File: config.mk
export PLATFORM = sky130hd
export DESIGN_NAME = keyev_recorder
export DESIGN_NICKNAME = d
export VERILOG_FILES = /design/src/rtl/keyev_pkg.sv /design/src/rtl/keyev_durcnt.sv /design/src/rtl/keyev_fifo.sv /design/src/rtl/keyev_regs.sv /design/src/rtl/keyev_recorder.sv
export SDC_FILE = /design/constraint.sdc
export NUM_CORES = 1
export LEC_CHECK = 0
export BUFFER_PORTS_ARGS = -buffer_cell sky130_fd_sc_hd__buf_2
export CAP_MARGIN = 25
export CORE_MARGIN = 8
export CORE_UTILIZATION = 40
export DETAILED_ROUTE_END_ITERATION = 8
export GPL_TIMING_DRIVEN = 0
export PLACE_DENSITY = 0.67
export SLEW_MARGIN = 20
export SYNTH_ARGS = -nofsm -noshare
export SYNTH_HDL_FRONTEND = slang
export SYNTH_SLANG_ARGS = --single-unit
File: constraint.sdc
create_clock -name clk -period 4.9 [get_ports clk]
set_input_delay 0.98 -clock clk [delete_from_list [all_inputs] [get_ports clk]]
set_output_delay 0.98 -clock clk [all_outputs]
set_load 0.02 [all_outputs]
File: src/rtl/keyev_pkg.sv
package keyev_pkg;
  localparam int KEY_W = 8;
  localparam int DUR_W = 7;

  typedef struct packed {
    logic [KEY_W-1:0] key;
    logic [DUR_W-1:0] dur;
  } keyev_rec_t;

  localparam int REC_W = $bits(keyev_rec_t);

  typedef enum logic [1:0] {
    RA_CTRL = 2'd0,
    RA_KEY  = 2'd1,
    RA_DUR  = 2'd2,
    RA_ID   = 2'd3
  } keyev_addr_e;
endpackage

File: src/rtl/keyev_durcnt.sv
module keyev_durcnt #(
  parameter int W = 7
) (
  input  logic         clk,
  input  logic         rst_n,
  input  logic         tick,
  input  logic         hold,
  input  logic         clr,
  output logic [W-1:0] dur
);
  localparam logic [W-1:0] DMAX = '1;

  logic [W-1:0] dur_d;
  logic         dur_en;

  always_comb begin
    dur_d  = dur;
    dur_en = 1'b0;
    if (clr) begin
      dur_d  = '0;
      dur_en = 1'b1;
    end else if (tick && !hold && (dur != DMAX)) begin
      dur_d  = dur + 1'b1;
      dur_en = 1'b1;
    end
  end

  always_ff @(posedge clk or negedge rst_n) begin
    if (!rst_n)      dur <= '0;
    else if (dur_en) dur <= dur_d;
  end


  dur_sat_chk: assert property (@(posedge clk) disable iff (!rst_n)
    (dur == DMAX && !clr) |=> dur == DMAX);

  dur_clr_chk: assert property (@(posedge clk) disable iff (!rst_n)
    clr |=> dur == '0);

  dur_hold_chk: assert property (@(posedge clk) disable iff (!rst_n)
    (hold && !clr) |=> $stable(dur));
endmodule

File: src/rtl/keyev_fifo.sv
module keyev_fifo #(
  parameter int             DEPTH  = 8,
  parameter int             W      = 15,
  parameter logic [W-1:0]   PRESET = '0
) (
  input  logic                         clk,
  input  logic                         rst_n,
  input  logic                         push,
  input  logic                         pop,
  input  logic [W-1:0]                 wdata,
  output logic [W-1:0]                 head,
  output logic [$clog2(DEPTH+1)-1:0]   level,
  output logic                         full,
  output logic                         empty
);
  localparam int AW = (DEPTH > 1) ? $clog2(DEPTH) : 1;
  localparam int LW = $clog2(DEPTH + 1);
  localparam logic [AW-1:0] LAST = AW'(DEPTH - 1);
  localparam logic [LW-1:0] LFULL = LW'(DEPTH);

  logic [W-1:0]  mem [DEPTH];
  logic [AW-1:0] wp, rp, wp_d, rp_d;
  logic [LW-1:0] level_d;
  logic          push_ok, pop_ok;

  assign full    = (level == LFULL);
  assign empty   = (level == '0);
  assign push_ok = push && !full;
  assign pop_ok  = pop && !empty;
  assign head    = mem[rp];

  always_comb begin
    wp_d    = wp;
    rp_d    = rp;
    level_d = level;
    if (push_ok) wp_d = (wp == LAST) ? '0 : wp + 1'b1;
    if (pop_ok)  rp_d = (rp == LAST) ? '0 : rp + 1'b1;
    case ({push_ok, pop_ok})
      2'b10:   level_d = level + 1'b1;
      2'b01:   level_d = level - 1'b1;
      default: level_d = level;
    endcase
  end

  always_ff @(posedge clk or negedge rst_n) begin
    if (!rst_n) begin
      wp    <= '0;
      rp    <= '0;
      level <= '0;
    end else begin
      wp    <= wp_d;
      rp    <= rp_d;
      level <= level_d;
    end
  end

  for (genvar i = 0; i < DEPTH; i++) begin : g_slot
    always_ff @(posedge clk or negedge rst_n) begin
      if (!rst_n)                            mem[i] <= PRESET;
      else if (push_ok && wp == AW'(i))      mem[i] <= wdata;
    end
  end


  fifo_bound_chk: assert property (@(posedge clk) disable iff (!rst_n)
    level <= LFULL);

  fifo_drop_chk: assert property (@(posedge clk) disable iff (!rst_n)
    (full && push && !pop) |=> level == LFULL);

  fifo_empty_pop_chk: assert property (@(posedge clk) disable iff (!rst_n)
    (empty && pop && !push) |=> empty);
endmodule

File: src/rtl/keyev_regs.sv
module keyev_regs #(
  parameter int         KW = 8,
  parameter int         DW = 7,
  parameter logic [7:0] ID = 8'h00
) (
  input  logic          clk,
  input  logic          rst_n,
  input  logic          reg_rd,
  input  logic          reg_wr,
  input  logic [1:0]    reg_addr,
  input  logic [7:0]    reg_wdata,
  input  logic          empty,
  input  logic [KW-1:0] head_key,
  input  logic [DW-1:0] head_dur,
  input  logic          drop,
  input  logic          press_push,
  output logic [7:0]    reg_rdata,
  output logic          shut,
  output logic          hiz,
  output logic          irq_n,
  output logic          pop_req
);
  import keyev_pkg::*;

  keyev_addr_e sel;
  logic [3:0]  ctl_q, ctl_d;
  logic        ctl_en;
  logic        ovf_q, ovf_d;
  logic        pend_q, pend_d;
  logic        ctl_rd;

  assign sel     = keyev_addr_e'(reg_addr);
  assign ctl_rd  = reg_rd && (sel == RA_CTRL);
  assign pop_req = reg_rd && (sel == RA_DUR);
  assign shut    = &ctl_q[3:1];
  assign hiz     = shut || ctl_q[0];
  assign irq_n   = !(pend_q && !empty);

  always_comb begin
    ctl_en = reg_wr && (sel == RA_CTRL);
    ctl_d  = reg_wdata[7:4];
    if (drop)        ovf_d = 1'b1;
    else if (ctl_rd) ovf_d = 1'b0;
    else             ovf_d = ovf_q;
    if (press_push)  pend_d = 1'b1;
    else if (empty)  pend_d = 1'b0;
    else             pend_d = pend_q;
  end

  always_ff @(posedge clk or negedge rst_n) begin
    if (!rst_n) begin
      ctl_q  <= '0;
      ovf_q  <= 1'b0;
      pend_q <= 1'b0;
    end else begin
      if (ctl_en) ctl_q <= ctl_d;
      ovf_q  <= ovf_d;
      pend_q <= pend_d;
    end
  end

  always_comb begin
    case (sel)
      RA_CTRL: reg_rdata = {ctl_q, 2'b00, ovf_q, empty};
      RA_KEY:  reg_rdata = 8'(head_key);
      RA_DUR:  reg_rdata = 8'(head_dur);
      default: reg_rdata = ID;
    endcase
  end


  ovf_set_chk: assert property (@(posedge clk) disable iff (!rst_n)
    drop |=> ovf_q);

  ovf_clr_chk: assert property (@(posedge clk) disable iff (!rst_n)
    (ctl_rd && !drop) |=> !ovf_q);

  irq_press_chk: assert property (@(posedge clk) disable iff (!rst_n)
    press_push |=> !irq_n);
endmodule

File: src/rtl/keyev_recorder.sv
module keyev_recorder #(
  parameter int         DEPTH    = 8,
  parameter logic [7:0] REL_CODE = 8'h00,
  parameter bit         VARIANT  = 1'b0
) (
  input  logic       clk,
  input  logic       rst_n,
  input  logic       key_vld,
  input  logic [7:0] key_code,
  input  logic       tick,
  input  logic [1:0] reg_addr,
  input  logic       reg_rd,
  input  logic       reg_wr,
  input  logic [7:0] reg_wdata,
  output logic [7:0] reg_rdata,
  output logic       irq_n,
  output logic       drv_hiz
);
  import keyev_pkg::*;

  localparam int         LW     = $clog2(DEPTH + 1);
  localparam logic [7:0] ID_VAL = {7'b0, VARIANT};
  localparam keyev_rec_t PRESET = '{key: '1, dur: '0};

  logic [1:0]       rs_q;
  logic             rst_core_n;
  logic             shut, pop_req, full, empty;
  logic             ev, acc, drop, press_push;
  logic [DUR_W-1:0] dur;
  logic [LW-1:0]    level;
  keyev_rec_t       rec_in, head;

  always_ff @(posedge clk or negedge rst_n) begin
    if (!rst_n) rs_q <= '0;
    else        rs_q <= {rs_q[0], 1'b1};
  end
  assign rst_core_n = rs_q[1];

  assign ev         = key_vld && !shut;
  assign acc        = ev && !full;
  assign drop       = ev && full;
  assign press_push = acc && (key_code != REL_CODE);
  assign rec_in     = '{key: key_code, dur: dur};

  keyev_durcnt #(.W(DUR_W)) u_dur (
    .clk  (clk),
    .rst_n(rst_core_n),
    .tick (tick),
    .hold (shut),
    .clr  (ev),
    .dur  (dur)
  );

  keyev_fifo #(.DEPTH(DEPTH), .W(REC_W), .PRESET(PRESET)) u_fifo (
    .clk  (clk),
    .rst_n(rst_core_n),
    .push (ev),
    .pop  (pop_req),
    .wdata(rec_in),
    .head (head),
    .level(level),
    .full (full),
    .empty(empty)
  );

  keyev_regs #(.KW(KEY_W), .DW(DUR_W), .ID(ID_VAL)) u_regs (
    .clk       (clk),
    .rst_n     (rst_core_n),
    .reg_rd    (reg_rd),
    .reg_wr    (reg_wr),
    .reg_addr  (reg_addr),
    .reg_wdata (reg_wdata),
    .empty     (empty),
    .head_key  (head.key),
    .head_dur  (head.dur),
    .drop      (drop),
    .press_push(press_push),
    .reg_rdata (reg_rdata),
    .shut      (shut),
    .hiz       (drv_hiz),
    .irq_n     (irq_n),
    .pop_req   (pop_req)
  );


  shut_ignore_chk: assert property (@(posedge clk) disable iff (!rst_core_n)
    (shut && !pop_req) |=> $stable(level));

  irq_empty_chk: assert property (@(posedge clk) disable iff (!rst_core_n)
    (level == '0) |-> irq_n);
endmodule

# Yosys cells after proc, flatten, opt, wreduce, memory -nomap -nowiden

Cells that the tools add are included.

$add $sub $neg: 5
$mul: 0
Div/mod/pow operators: 0
$lt $le $gt $ge: 1
Eq/ne operators: 14
Shift operators: 0
Muxes and demuxes: 15
Bitwise operators: 1
Reductions and logical operators: 34

Operator list:

| cell                                                 | count |
|---|---|
| binary-select mux 15 bit (select 3 bit)              | 1 |
| 2-to-1 mux 15 bit                                    | 2 |
| one-hot mux 8 bit (3 select lines)                   | 1 |
| logical AND 1 bit                                    | 19 |
| equality test 3 bit (second input constant)          | 5 |
| 2-to-1 mux 7 bit                                     | 2 |
| one-hot mux 4 bit (2 select lines)                   | 1 |
| nonzero test 2 bit                                   | 4 |
| nonzero test 8 bit                                   | 1 |
| adder 7 x 1 -> 7 bit (second input constant)         | 1 |
| inequality test 7 bit (second input constant)        | 1 |
| adder 3 x 1 -> 3 bit (second input constant)         | 2 |
| equality test 3 x 2 -> 1 bit (second input constant) | 2 |
| 2-to-1 mux 1 bit                                     | 6 |
| 2-to-1 mux 3 bit                                     | 2 |
| adder 4 x 1 -> 4 bit (second input constant)         | 1 |
| equality test 2 x 1 -> 1 bit (second input constant) | 2 |
| equality test 2 bit (second input constant)          | 2 |
| equality test 4 bit (second input constant)          | 1 |
| >= comparator 4 bit (second input constant)          | 1 |
| logical NOT 1 bit                                    | 4 |
| logical NOT 4 bit                                    | 1 |
| NOT 3 -> 4 bit                                       | 1 |
| subtractor 4 x 1 -> 4 bit (second input constant)    | 1 |
| 6 further kinds                                      | 6 |

Flip-flop bits (word level): 145
Latch bits: 0
RAM bits: 0
Memory bits (read-only): 0
Input bits: 24
Output and inout port bits: 10
Logic and storage cells: 86
Memories: 0

# Depth between registers and ports, before layout

Gate-level depths: netlist of the first run.

Depth after elaboration: 7
Depth in mapped cells: 12
Mapped depth without buffers: 10

# Modules after synthesis

Synthesis of the first run repeated with hierarchy kept, for this count alone.

Cells, all modules: 469
Area total of the unflattened synthesis: 7114.3 sq um

By module, submodules not included:

| module         | times used | cells an instance | area an instance (sq um) | sequential area each (sq um) |
|---|---|---|---|---|
| keyev_fifo     | 1          | 381               | 6164.7                   | 3333.2 |
| keyev_durcnt   | 1          | 42                | 430.4                    | 175.2 |
| keyev_regs     | 1          | 37                | 426.7                    | 150.1 |
| keyev_recorder | 1          | 9                 | 92.6                     | 50.0 |

# Worst setup path before layout of the first run

Ideal clock, no wire load.

Path kind: reg2out
From: reg u_fifo.rp[1]
To: out reg_rdata[4]
Arrival: 1.737 ns
Data required time: 3.920 ns
Slack: 2.183 ns
Stages on the path, launching flop included: 7
Buffers on the path: 2
Cells stage by stage: dfrtp_1 -> buf_2 -> buf_2 -> mux4_2 -> mux2i_1 -> nor2_1 -> a211o_1

Word-level cells in the longest chain between the ends: 5

Ends and longest elaborated chain:

| what                                                 | line                 | source |
|---|---|---|
| start: declaration                                   | keyev_fifo.sv:22     | `logic [AW-1:0] wp, rp, wp_d, rp_d;` |
| start signal: assignment                             | keyev_fifo.sv:52     | `rp <= rp_d;` |
| NOT 3 -> 4 bit (implied by the code)                 | keyev_fifo.sv:30     | `assign head = mem[rp];` |
| binary-select mux 15 bit (select 3 bit)              | keyev_fifo.sv:30     |  |
| 2-to-1 mux 15 bit (implied by the code) (2 in a row) | keyev_fifo.sv:30     |  |
| one-hot mux 8 bit (3 select lines)                   | keyev_regs.sv:63     | `case (sel)` |
| end: declaration                                     | keyev_recorder.sv:15 | `output logic [7:0] reg_rdata,` |

No other way between the ends. The select of a mux whose other input is x is not followed.

# Worst setup path in the final report of the first run

From: reg u_fifo.rp[0]
To: out reg_rdata[1]

The elaborated chain is that of the path after synthesis.

==> flow_metrics.tcl, run 1 <==
set metrics [dict create \
    reg2reg_from "u_fifo.level[1]" \
    number_of_clock_sinks 145 \
    drt-total-wl_mm 16.1 \
    grt_pass1_wl_mm 26.3 \
    grt_max_degree 53 \
    kind_of_cell_with_the_highest_combined_delay_on_the_critical_path "simple AND/OR/NAND/NOR gates" \
    core.rowCount 48 \
    detail_route.iter0.violations 254 \
    grt.total_usage 0.155 \
    critical-path-max-stage-delay_ns 0.56 \
    num_io_pins 34 \
    synth_area_per_cell_um2 14.4 \
    path_cells "buf_4 > buf_2 > nand2b_1 > o22ai_1 > nor4_1 > a211o_1 > buf_2" \
    drv.max_cap_violation_count 0 \
    vias_per_cell 5.50 \
    cp_num_buf_inv 3 \
    post_route_cells_drive_above_1_share 0.563 \
    largest_fanout_of_any_net_on_the_critical_path 10 \
    worstHoldPathType "in -> async" \
    worst_slew_pin_slew_ns 0.805 \
    final_nets 572 \
    power_density_mw_per_mm2 612 \
    antenna_found_initial 0 \
    synth_top_cells_by_area "sky130_fd_sc_hd__dfrtp_1, sky130_fd_sc_hd__dfstp_2, sky130_fd_sc_hd__mux2_2, sky130_fd_sc_hd__mux4_2, sky130_fd_sc_hd__ha_1" \
    post_route_design_area_mm2 0.00815 \
    max_clock_freq_mhz 268 \
    slew_headroom 0.463 \
    cts.repair_timing.setup_buffer_count 0 \
    detailed_place_hpwl_mm 11.2 \
    regToRegEndpoint "u_fifo.level[2]" \
    post_synth_num_cell_types 50 \
    placement.io_buffers 27 \
    tritoncts_buffers 17 \
    leakagePower_nw 3.59 \
    die_height_um 149 \
    ant_nets 0 \
    cts_max_level 4 \
    remaining_drc_errors 0 \
    synth.most_common_cell "sky130_fd_sc_hd__mux2_2" \
    dpl-instance-area_mm2 0.00752 \
    first_pass_drt_iterations 4 \
    yosys-top-cells-count "sky130_fd_sc_hd__mux2_2, sky130_fd_sc_hd__dfrtp_1, sky130_fd_sc_hd__dfstp_2, sky130_fd_sc_hd__mux4_2, sky130_fd_sc_hd__nor2_1" \
    synthesis.instances 488 \
    post_cts_resize_count 0 \
    floorplan.initialDensity 0.409 \
    ys_seq_area_frac 0.526 \
    reg2regPathDepth 10 \
    holdBufCountCts 0 \
    core_region_area_mm2 0.0172 \
    layout.core_utilization 0.473 \
    synth_seq_cells 145 \
    timing.final.setup_violations 0 \
    critical-path-slowest-cell "sky130_fd_sc_hd__nor4_1" \
    diodes 0 \
    power.total_mw 4.99 \
    path_common_cell "sky130_fd_sc_hd__buf_2" \
    routability_congestion_estimate 0.756 \
    netlist_area_mm2 0.00704 \
    cts-root-buf "sky130_fd_sc_hd__clkbuf_16" \
    cp_data_arrival_time_ns 2.75 \
    synth_edf_count 0 \
    timing.final.max_slew_violations 0 \
    hold-worst-slack_ns 0.336 \
    synth_largest_area_cell "sky130_fd_sc_hd__dfrtp_1" \
    clk_path_buf_depth 2 \
    tns_ns 0 \
    die-width_um 149 \
    outcome "finished clean" \
    period_minus_slack_ns 3.73 \
    layout_worst_path_cycle_share 0.761 \
    synth-async-reset-ratio 1.00 \
    clkTransAtPathRegs_ns 0.06 \
    reg2reg_slack_ns 2.20 \
    critPathRequiredTime_ns 3.92 \
    gr-total-overflow 0 \
    ir_worst_vdd_v 0.000270 \
    timing.clock.skew_ns 0.00676 \
    clkLatencyLatePin_ns 0.42 \
    wl_per_cell_um 20.8 \
    grt_setup_unrepaired "no" \
    overall_die_area_mm2 0.0221 \
    grt_pass1_vias 4815 \
    yosys_warnings 0 \
    timing.setup.critical_path_class "reg -> out" \
    synthToLayoutAreaGrowth_pct 15.7 \
    syn_nets 524 \
    finalHoldViolations 0 \
    cts_tree "built" \
    dominantRegCellSynth "sky130_fd_sc_hd__dfrtp_1" \
    capturing_element_type_of_the_critical_path "primary output" \
    crit_path_start_kind "register" \
    yosysTopAreaCellShare 0.288 \
    detailroute.via_count 4256 \
]
[final cells by class]
class | count | area [µm²]
tap | 225 | 282
buffer | 32 | 198
multi-input combinational | 304 | 3110
fill | 1481 | 9090
inverter | 7 | 26.3
sequential | 145 | 3710
clock inverter | 11 | 159
timing repair buffer | 29 | 190
clock buffer | 21 | 470
[layer usage]
layer,GRT usage,wire length [µm],vias up
li1,-,-,1906
met1,0.189,7110,2252
met2,0.265,8140,78
met5,0,0,-
met3,0.0325,615,20
met4,0.0571,252,0
[worst max path at each step]
stage | from | end | slack [ns] | cells after the start
after global routing | u_fifo.rp[0] | reg_rdata[1] | 1.01 | 7
final | u_fifo.rp[0] | reg_rdata[1] | 1.17 | 7
after floorplan | rs_q[1] | u_dur.dur[0] | 0.67 | 0
after detailed placement | reg_addr[1] | reg_rdata[0] | 1.39 | 5
after global placement | rs_q[1] | u_fifo.level[2] | -0.69 | 0
after CTS | u_fifo.rp[0] | reg_rdata[1] | 1.08 | 7
[power breakdown]
part           switching [mW]  internal (mW)
logic                   0.771          0.829
clock network           0.491          0.887
registers               0.237           1.77
[worst register-to-register path, delay by kind of cell (launching register included)]
kind	cells	cell delay [ns]
buffers and inverters	1	0.17
adders and majority gates	2	0.47
AOI/OAI and AO/OA	1	0.14
DFF	1	0.45
and+or+nand+nor	3	0.88
xor gates and xnor gates	3	0.47
[cell families after synthesis]
logic type      after synthesis  synth area share
flops                       145             0.526
mux                         169             0.305
buf+inv                      39            0.0318
fa+ha+maj                    12            0.0213
simple gates                 77            0.0668
xor+xnor                      6           0.00746
other cells                   1          0.000532
compound gates               39            0.0403
[flip-flops by register name (all words and copies together), names as in the netlist]
register,count
u_fifo.mem,120
u_regs.pend_q,1
u_dur.dur,7
u_regs.ctl_q,4
u_fifo.rp,3
u_regs.ovf_q,1
rs_q,2
u_fifo.level,4
u_fifo.wp,3
[metrics by stage]
step                      instances  setup WS, ns
final                           774          1.17
after global routing            774          1.01
after CTS                       774          1.08
after detailed placement        742          1.39
after global placement          740        -0.693
after floorplan                 488         0.673
[placed cells by master, fill, tap and decap left out, drive strengths merged, types with 5 or more instances in the layout]
master,synthesis,final
a2111oi,5,5
a211o,5,5
a211oi,6,6
buf,20,49
clkbuf,12,33
clkinv,1,6
dfrtp,81,81
dfstp,64,64
ha,12,12
inv,6,6
mux2,137,137
mux2i,12,12
mux4,20,20
nand2,14,14
nand2b,6,6
nand3,10,10
nor2,14,14
nor2b,10,10
nor4,7,7
o21ai,5,5
o22ai,7,7
xor2,5,5
(Power assumes the default switching activity.)
==> run 2, diff against run 1 <==
- ABC_AREA: unset -> 1
- clock period: 4.9 -> 3.9 ns (I/O delays scaled with it)
==> run 2 against run 1 <==
Compared with the run above:
- cell count up 49%
- routed wire length increased by 25%
- combinational power increased by 46%
- clock power is 19% higher
- worst hold slack got worse by 0.22 ns
- via count increased by 42%
- clock-buffer cell count stayed put
- non-clock buffer count increased by 18
- sequential power rose by 23%
- largest power group unchanged
==> flow_metrics.tcl, run 2 <==
set metrics [dict create \
    period_minus_slack_ns 3.09 \
    number_of_clock_sinks 145 \
    worstHoldPathType "in -> async" \
    number_of_cells_after_detailed_placement 1122 \
    ant_nets 0 \
    first_pass_drt_iterations 5 \
    layout.cells.most_common_list "sky130_fd_sc_hd__nand2_1, sky130_fd_sc_hd__nand3_1, sky130_fd_sc_hd__dfrtp_1, sky130_fd_sc_hd__o21ai_0, sky130_fd_sc_hd__dfstp_2" \
    detail_route.iter0.violations 531 \
    largest_fanout_of_any_net_on_the_critical_path 10 \
    die-width_um 150 \
    filler_cell_count 1774 \
    biggestRegsByFlops "u_fifo.mem (120), u_dur.dur (7)" \
    ys_seq_area_frac 0.518 \
    drv.max_cap_violation_count 0 \
    reg2reg_slack_ns 1.59 \
    slew_headroom 0.490 \
    final_nets 948 \
    clk_path_buf_depth 2 \
    vias_per_cell 5.25 \
    dominantRegCellSynth "sky130_fd_sc_hd__dfrtp_1" \
    clkLatencyLatePin_ns 0.43 \
    floorplan.initialDensity 0.403 \
    tns_ns 0 \
    routability_congestion_estimate 0.896 \
    drt-total-wl_mm 20.1 \
    top_register "u_fifo.mem" \
    synth_top_cells_by_area "sky130_fd_sc_hd__dfrtp_1, sky130_fd_sc_hd__dfstp_2, sky130_fd_sc_hd__nand2_1, sky130_fd_sc_hd__nand3_1, sky130_fd_sc_hd__o21ai_0" \
    cp_data_arrival_time_ns 2.31 \
    overall_die_area_mm2 0.0224 \
    num_io_pins 34 \
    post_synth_xor_area_fraction 0.00122 \
    cts_tree "built" \
    diodes 0 \
    layout.cells.most_common "sky130_fd_sc_hd__nand2_1" \
    synth_seq_cells 145 \
    detailed_place_hpwl_mm 14.1 \
    grt_max_degree 58 \
    capturing_element_type_of_the_critical_path "primary output" \
    synth.most_common_cell "sky130_fd_sc_hd__nand2_1" \
    timing.setup.critical_path_class "reg -> out" \
    finish.cell_count_without_fillers 1154 \
    cts-root-buf "sky130_fd_sc_hd__clkbuf_16" \
    power_density_mw_per_mm2 778 \
    tritoncts_buffers 17 \
    yosysTopAreaCellShare 0.283 \
    synth_compound_area_frac 0.131 \
    synthToLayoutAreaGrowth_pct 15.7 \
    critPathRequiredTime_ns 3.12 \
    post_route_cells_drive_above_1_share 0.235 \
    grt.total_usage 0.186 \
    timing.clock.skew_ns 0.0115 \
    detailroute.via_count 6062 \
    post_synth_and_or_nand_nor_area_fraction 0.257 \
    netlist_area_mm2 0.00716 \
    synth_area_per_cell_um2 8.32 \
    grt_setup_unrepaired "no" \
    wl_per_cell_um 17.4 \
    finalHoldViolations 0 \
    worst_slew_pin_slew_ns 0.762 \
    core.rowCount 49 \
    grt_pass1_wl_mm 31.9 \
    remaining_drc_errors 0 \
    synthMuxAreaShare 0.00472 \
    synth_top_family_by_area "simple AND/OR/NAND/NOR gates" \
    timing.final.setup_violations 0 \
    post_cts_resize_count 0 \
    synth_edf_count 0 \
    largest_register_ff_count 120 \
    max_clock_freq_mhz 324 \
    yosys_warnings 0 \
    core_region_area_mm2 0.0178 \
    clkTransAtPathRegs_ns 0.06 \
    grt_pass1_vias 5710 \
    syn_nets 897 \
    cts_max_level 4 \
    layout_worst_path_cycle_share 0.791 \
    ir_worst_vdd_v 0.000389 \
    synth_largest_area_cell "sky130_fd_sc_hd__dfrtp_1" \
    crit_path_start_kind "register" \
    post_synth_num_cell_types 33 \
    antenna_found_initial 0 \
    yosys-top-cells-count "sky130_fd_sc_hd__nand2_1, sky130_fd_sc_hd__nand3_1, sky130_fd_sc_hd__dfrtp_1, sky130_fd_sc_hd__o21ai_0, sky130_fd_sc_hd__dfstp_2" \
    synthesis.instances 861 \
    synth-async-reset-ratio 1.00 \
    timing.final.max_slew_violations 0 \
    placement.io_buffers 29 \
    outcome "finished clean" \
    synthesized_area_fraction_occupied_by_adder_cells 0.0210 \
    holdBufCountCts 0 \
    gr-total-overflow 0 \
    die_height_um 150 \
    cts.repair_timing.setup_buffer_count 0 \
    leakagePower_nw 3.81 \
]
run 2: changes by cell type after synthesis, moves of 20 or more:
cell	change
sky130_fd_sc_hd__nand2_1	+269
sky130_fd_sc_hd__nor2_1	+33
sky130_fd_sc_hd__o21ai_1	+49
sky130_fd_sc_hd__mux2_2	-125
sky130_fd_sc_hd__buf_2	+21
sky130_fd_sc_hd__inv_1	+44
sky130_fd_sc_hd__nand3_1	+81
sky130_fd_sc_hd__o21ai_2	+30
sky130_fd_sc_hd__mux4_2	-20
sky130_fd_sc_hd__o21ai_0	+69
run 2: area by class of cell:
type	count	area (µm²)	area share
Clock inverter	11	85.1	0.0103
Inverter	55	209	0.0252
Buffer	47	273	0.0329
Multi-Input combinational cell	614	2970	0.359
Timing Repair Buffer	32	220	0.0266
Clock buffer	21	526	0.0634
Sequential cell	145	3710	0.448
Tap cell	229	287	0.0346
run 2: where the power goes:
group | total (mW) | leakage, nW | internal (mW) | switching (mW)
Clock | 1.64 | 0.298 | 0.974 | 0.670
Sequential | 2.47 | 1.75 | 2.19 | 0.283
Combinational | 2.33 | 1.76 | 0.783 | 1.55
Total | 6.45 | 3.81 | 3.94 | 2.50
run 2: through the flow:
step,utilization,hold slack (ns),setup WS (ns),instance area [µm²],power (mW)
after detailed placement,0.432,0.342,1.04,7670,4.80
after floorplan,-,0.331,1.55,7160,4.08
after CTS,0.466,0.112,0.845,8280,6.46
after global placement,0.427,0.337,0.620,7600,4.72
final,0.466,0.119,0.814,8280,6.45
after global routing,0.466,0.109,0.709,8280,6.87
run 2: final timing paths:
kind | from | to | cells after the start
worst min-delay path | rst_n | rs_q[1] | 1
worst max-delay path | u_fifo.rp[1] | reg_rdata[1] | 8
max in group asynchronous | rs_q[1] | u_fifo.mem[115] | 2
worst min register to register | rs_q[0] | rs_q[1] | 0
min in group clk | rs_q[0] | rs_q[1] | 0
worst max register to register | u_regs.ctl_q[1] | u_fifo.level[2] | 10
run 2: worst max-delay path: stages, from the launching register on:
cell and delay, ns:
sky130_fd_sc_hd__dfrtp_1 0.45, sky130_fd_sc_hd__inv_1 0.12, sky130_fd_sc_hd__clkbuf_1 0.51, sky130_fd_sc_hd__nand3_1 0.18, sky130_fd_sc_hd__nand3_1 0.12, sky130_fd_sc_hd__nand2_1 0.06
sky130_fd_sc_hd__nand2_1 0.10, sky130_fd_sc_hd__nand3_1 0.13, sky130_fd_sc_hd__buf_2 0.19
run 2: kinds of logic after synthesis:
logic type | count (synthesis)
DFF | 145
other | 1
and+or+nand+nor | 436
AOI/OAI and AO/OA | 161
adders and majority gates | 12
buffers and inverters | 102
xor gates and xnor gates | 1
muxes | 3
run 2: per-layer routing:
layer | vias to the layer above | GRT usage | part of all wire
met3 | 33 | 0.0324 | 0.056
met2 | 196 | 0.296 | 0.48
met4 | 0 | 0.0665 | 0.024
li1 | 2915 | - | -
met1 | 2918 | 0.250 | 0.44
met5 | - | 0 | 0
==> run 3, diff against run 2 <==
- PLACE_DENSITY: 0.67 -> 0.69
- clock period: 3.9 -> 2.75 ns (I/O delays scaled with it)
==> run 3 against run 2 <==
Compared with the run above:
- combinational power up 47%
- power rose by 45%
- non-clock buffer count grew 1
- critical path type unchanged
- critical endpoint unchanged
- largest power group unchanged
==> flow_metrics.tcl, run 3 (synthesized netlist as in run 2, its figures left out) <==
set metrics [dict create \
    grt_setup_unrepaired "yes" \
    vias_per_cell 5.40 \
    layout_worst_path_cycle_share 0.983 \
    grt_max_degree 45 \
    cts_max_level 4 \
    worst_slew_pin_slew_ns 0.928 \
    drv.max_cap_violation_count 0 \
    reg2reg_slack_ns 0.41 \
    combPwrFrac 0.366 \
    die-width_um 150 \
    internal-power_mw 5.78 \
    period_minus_slack_ns 2.70 \
    num_io_pins 34 \
    timing.clock.skew_ns 0.00779 \
    grt_pass1_vias 6063 \
    power.total_mw 9.38 \
    synthToLayoutAreaGrowth_pct 16.5 \
    finalHoldViolations 0 \
    worstHoldPathType "in -> reg" \
    layout.cells.most_common "sky130_fd_sc_hd__nand2_1" \
    detailed_place_hpwl_mm 14.3 \
    timing.final.max_slew_violations 0 \
    clk_path_buf_depth 2 \
    gr-total-overflow 0 \
    power.switching_mw 3.59 \
    cts-root-buf "sky130_fd_sc_hd__clkbuf_16" \
    antenna_found_initial 0 \
    clkTransAtPathRegs_ns 0.07 \
    hold_path.startpoint "reg_wdata[6]" \
    max_clock_freq_mhz 370 \
    die_height_um 150 \
    power.share.sequential 0.377 \
    layout.core_utilization 0.469 \
    ir_worst_vdd_v 0.000525 \
    outcome "finished clean" \
    hold_path_end "u_regs.ctl_q[2]" \
    floorplan.initialDensity 0.403 \
    critPathRequiredTime_ns 2.20 \
    number_of_clock_sinks 145 \
    capturing_element_type_of_the_critical_path "primary output" \
    cp_data_arrival_time_ns 2.15 \
    detail_route.iter0.violations 580 \
    grt_pass1_wl_mm 34.0 \
    cts_tree "built" \
    tns_ns 0 \
    leakagePower_nw 3.85 \
    post_route_cells_drive_above_1_share 0.244 \
    regToRegEndpoint "u_fifo.level[2]" \
    first_pass_drt_iterations 6 \
    min_path_cells 2 \
    dpl-instance-area_mm2 0.00766 \
    clkPwrFrac 0.257 \
    routability_congestion_estimate 0.861 \
    clkLatencyLatePin_ns 0.43 \
    grt.total_usage 0.202 \
    remaining_drc_errors 0 \
    top_register "u_fifo.mem" \
    drt-total-wl_mm 21.5 \
    largest_fanout_of_any_net_on_the_critical_path 10 \
    biggestRegsByFlops "u_fifo.mem (120), u_dur.dur (7)" \
    diodes 0 \
    layout.cells.most_common_list "sky130_fd_sc_hd__nand2_1, sky130_fd_sc_hd__nand3_1, sky130_fd_sc_hd__dfrtp_1, sky130_fd_sc_hd__o21ai_0, sky130_fd_sc_hd__dfstp_2" \
    placement.io_buffers 29 \
    crit_path_start_kind "register" \
    core.rowCount 49 \
    tritoncts_buffers 17 \
    final_nets 949 \
    detailroute.via_count 6234 \
    timing.final.setup_violations 0 \
    slew_headroom 0.379 \
    core_region_area_mm2 0.0178 \
    post_route_design_area_mm2 0.00834 \
    largest_register_ff_count 120 \
    timing.setup.critical_path_class "reg -> out" \
    wl_per_cell_um 18.6 \
    ant_nets 0 \
    hold-worst-slack_ns 0.343 \
    reg2regPathDepth 10 \
    reg2reg_from "u_regs.ctl_q[1]" \
    swShare 0.383 \
    overall_die_area_mm2 0.0224 \
    power_density_mw_per_mm2 1120 \
]
## run 3: changes by cell type in the layout (fill, tap and decap cells not counted), sizes merged
| cell | previous run | this run |
|---|---|---|
| inv | 60 | 56 |
| bufinv | 0 | 3 |
| clkbuf | 31 | 34 |
| buf | 69 | 67 |
| clkinv | 4 | 5 |
| clkinvlp | 2 | 1 |
| dlygate4sd3 | 0 | 1 |
## run 3: how the worst max path moves through the flow
stage / to / slack, ns / start
after floorplan: u_dur.dur[0] / 0.40 / rs_q[1]
after global placement: u_regs.ctl_q[0] / -0.54 / rs_q[1]
after detailed placement: u_fifo.level[2] / 0.17 / reg_addr[0]
after CTS: reg_rdata[6] / -0.02 / u_fifo.rp[0]
after global routing: reg_rdata[1] / -0.02 / u_fifo.rp[1]
final: reg_rdata[1] / 0.05 / u_fifo.rp[1]
## run 3: critical path: stages, from the launching register on
cell	delay (ns)
sky130_fd_sc_hd__dfrtp_1	0.46
sky130_fd_sc_hd__clkbuf_1	0.48
sky130_fd_sc_hd__nand3_1	0.15
sky130_fd_sc_hd__nand3_1	0.15
sky130_fd_sc_hd__nand2_1	0.10
sky130_fd_sc_hd__nand2_1	0.08
sky130_fd_sc_hd__nand3_1	0.10
sky130_fd_sc_hd__buf_2	0.18
## run 3: metrics by stage
stage / setup slack (ns) / std cells
2_1_floorplan: 0.404 / 861
3_3_place_gp: -0.539 / 1119
3_5_place_dp: 0.167 / 1122
4_1_cts: -0.0239 / 1154
5_1_grt: -0.0155 / 1155
6_report: 0.0458 / 1155
## run 3: layer usage
layer | routed length (µm) | up-vias | track usage
met3 | 1680 | 48 | 0.0466
met4 | 679 | 0 | 0.0905
met1 | 9310 | 2997 | 0.272
met5 | 0 | - | 0
li1 | - | 2925 | -
met2 | 9790 | 264 | 0.303
## run 3: timing repair
action                     CTS  global route
gates cloned                 0             0
setup endpoints to repair    8             8
hold buffers                 1             0
resized for setup            5            18
pin swaps                    0             2
setup buffers                0             1
hold endpoints to repair     2             0
## run 3: final cells by class
cell class / count / area (µm²)
Tap cell: 229 / 287
Multi-Input combinational cell: 614 / 2990
Fill cell: 1706 / 9440
Sequential cell: 145 / 3710
Inverter: 55 / 211
Clock buffer: 22 / 474
Timing Repair Buffer: 34 / 245
Buffer: 46 / 290
Clock inverter: 10 / 131
## run 3: power by group through the flow
| stage | registers [mW] | logic [mW] | clock network (mW) |
|---|---|---|---|
| floorplan | 3.45 | 2.34 | 0 |
| global placement | 3.54 | 3.18 | 0 |
| detailed placement | 3.53 | 3.29 | 0 |
| CTS | 3.53 | 3.31 | 2.43 |
| global route | 3.62 | 3.81 | 2.53 |
| finish | 3.54 | 3.43 | 2.41 |
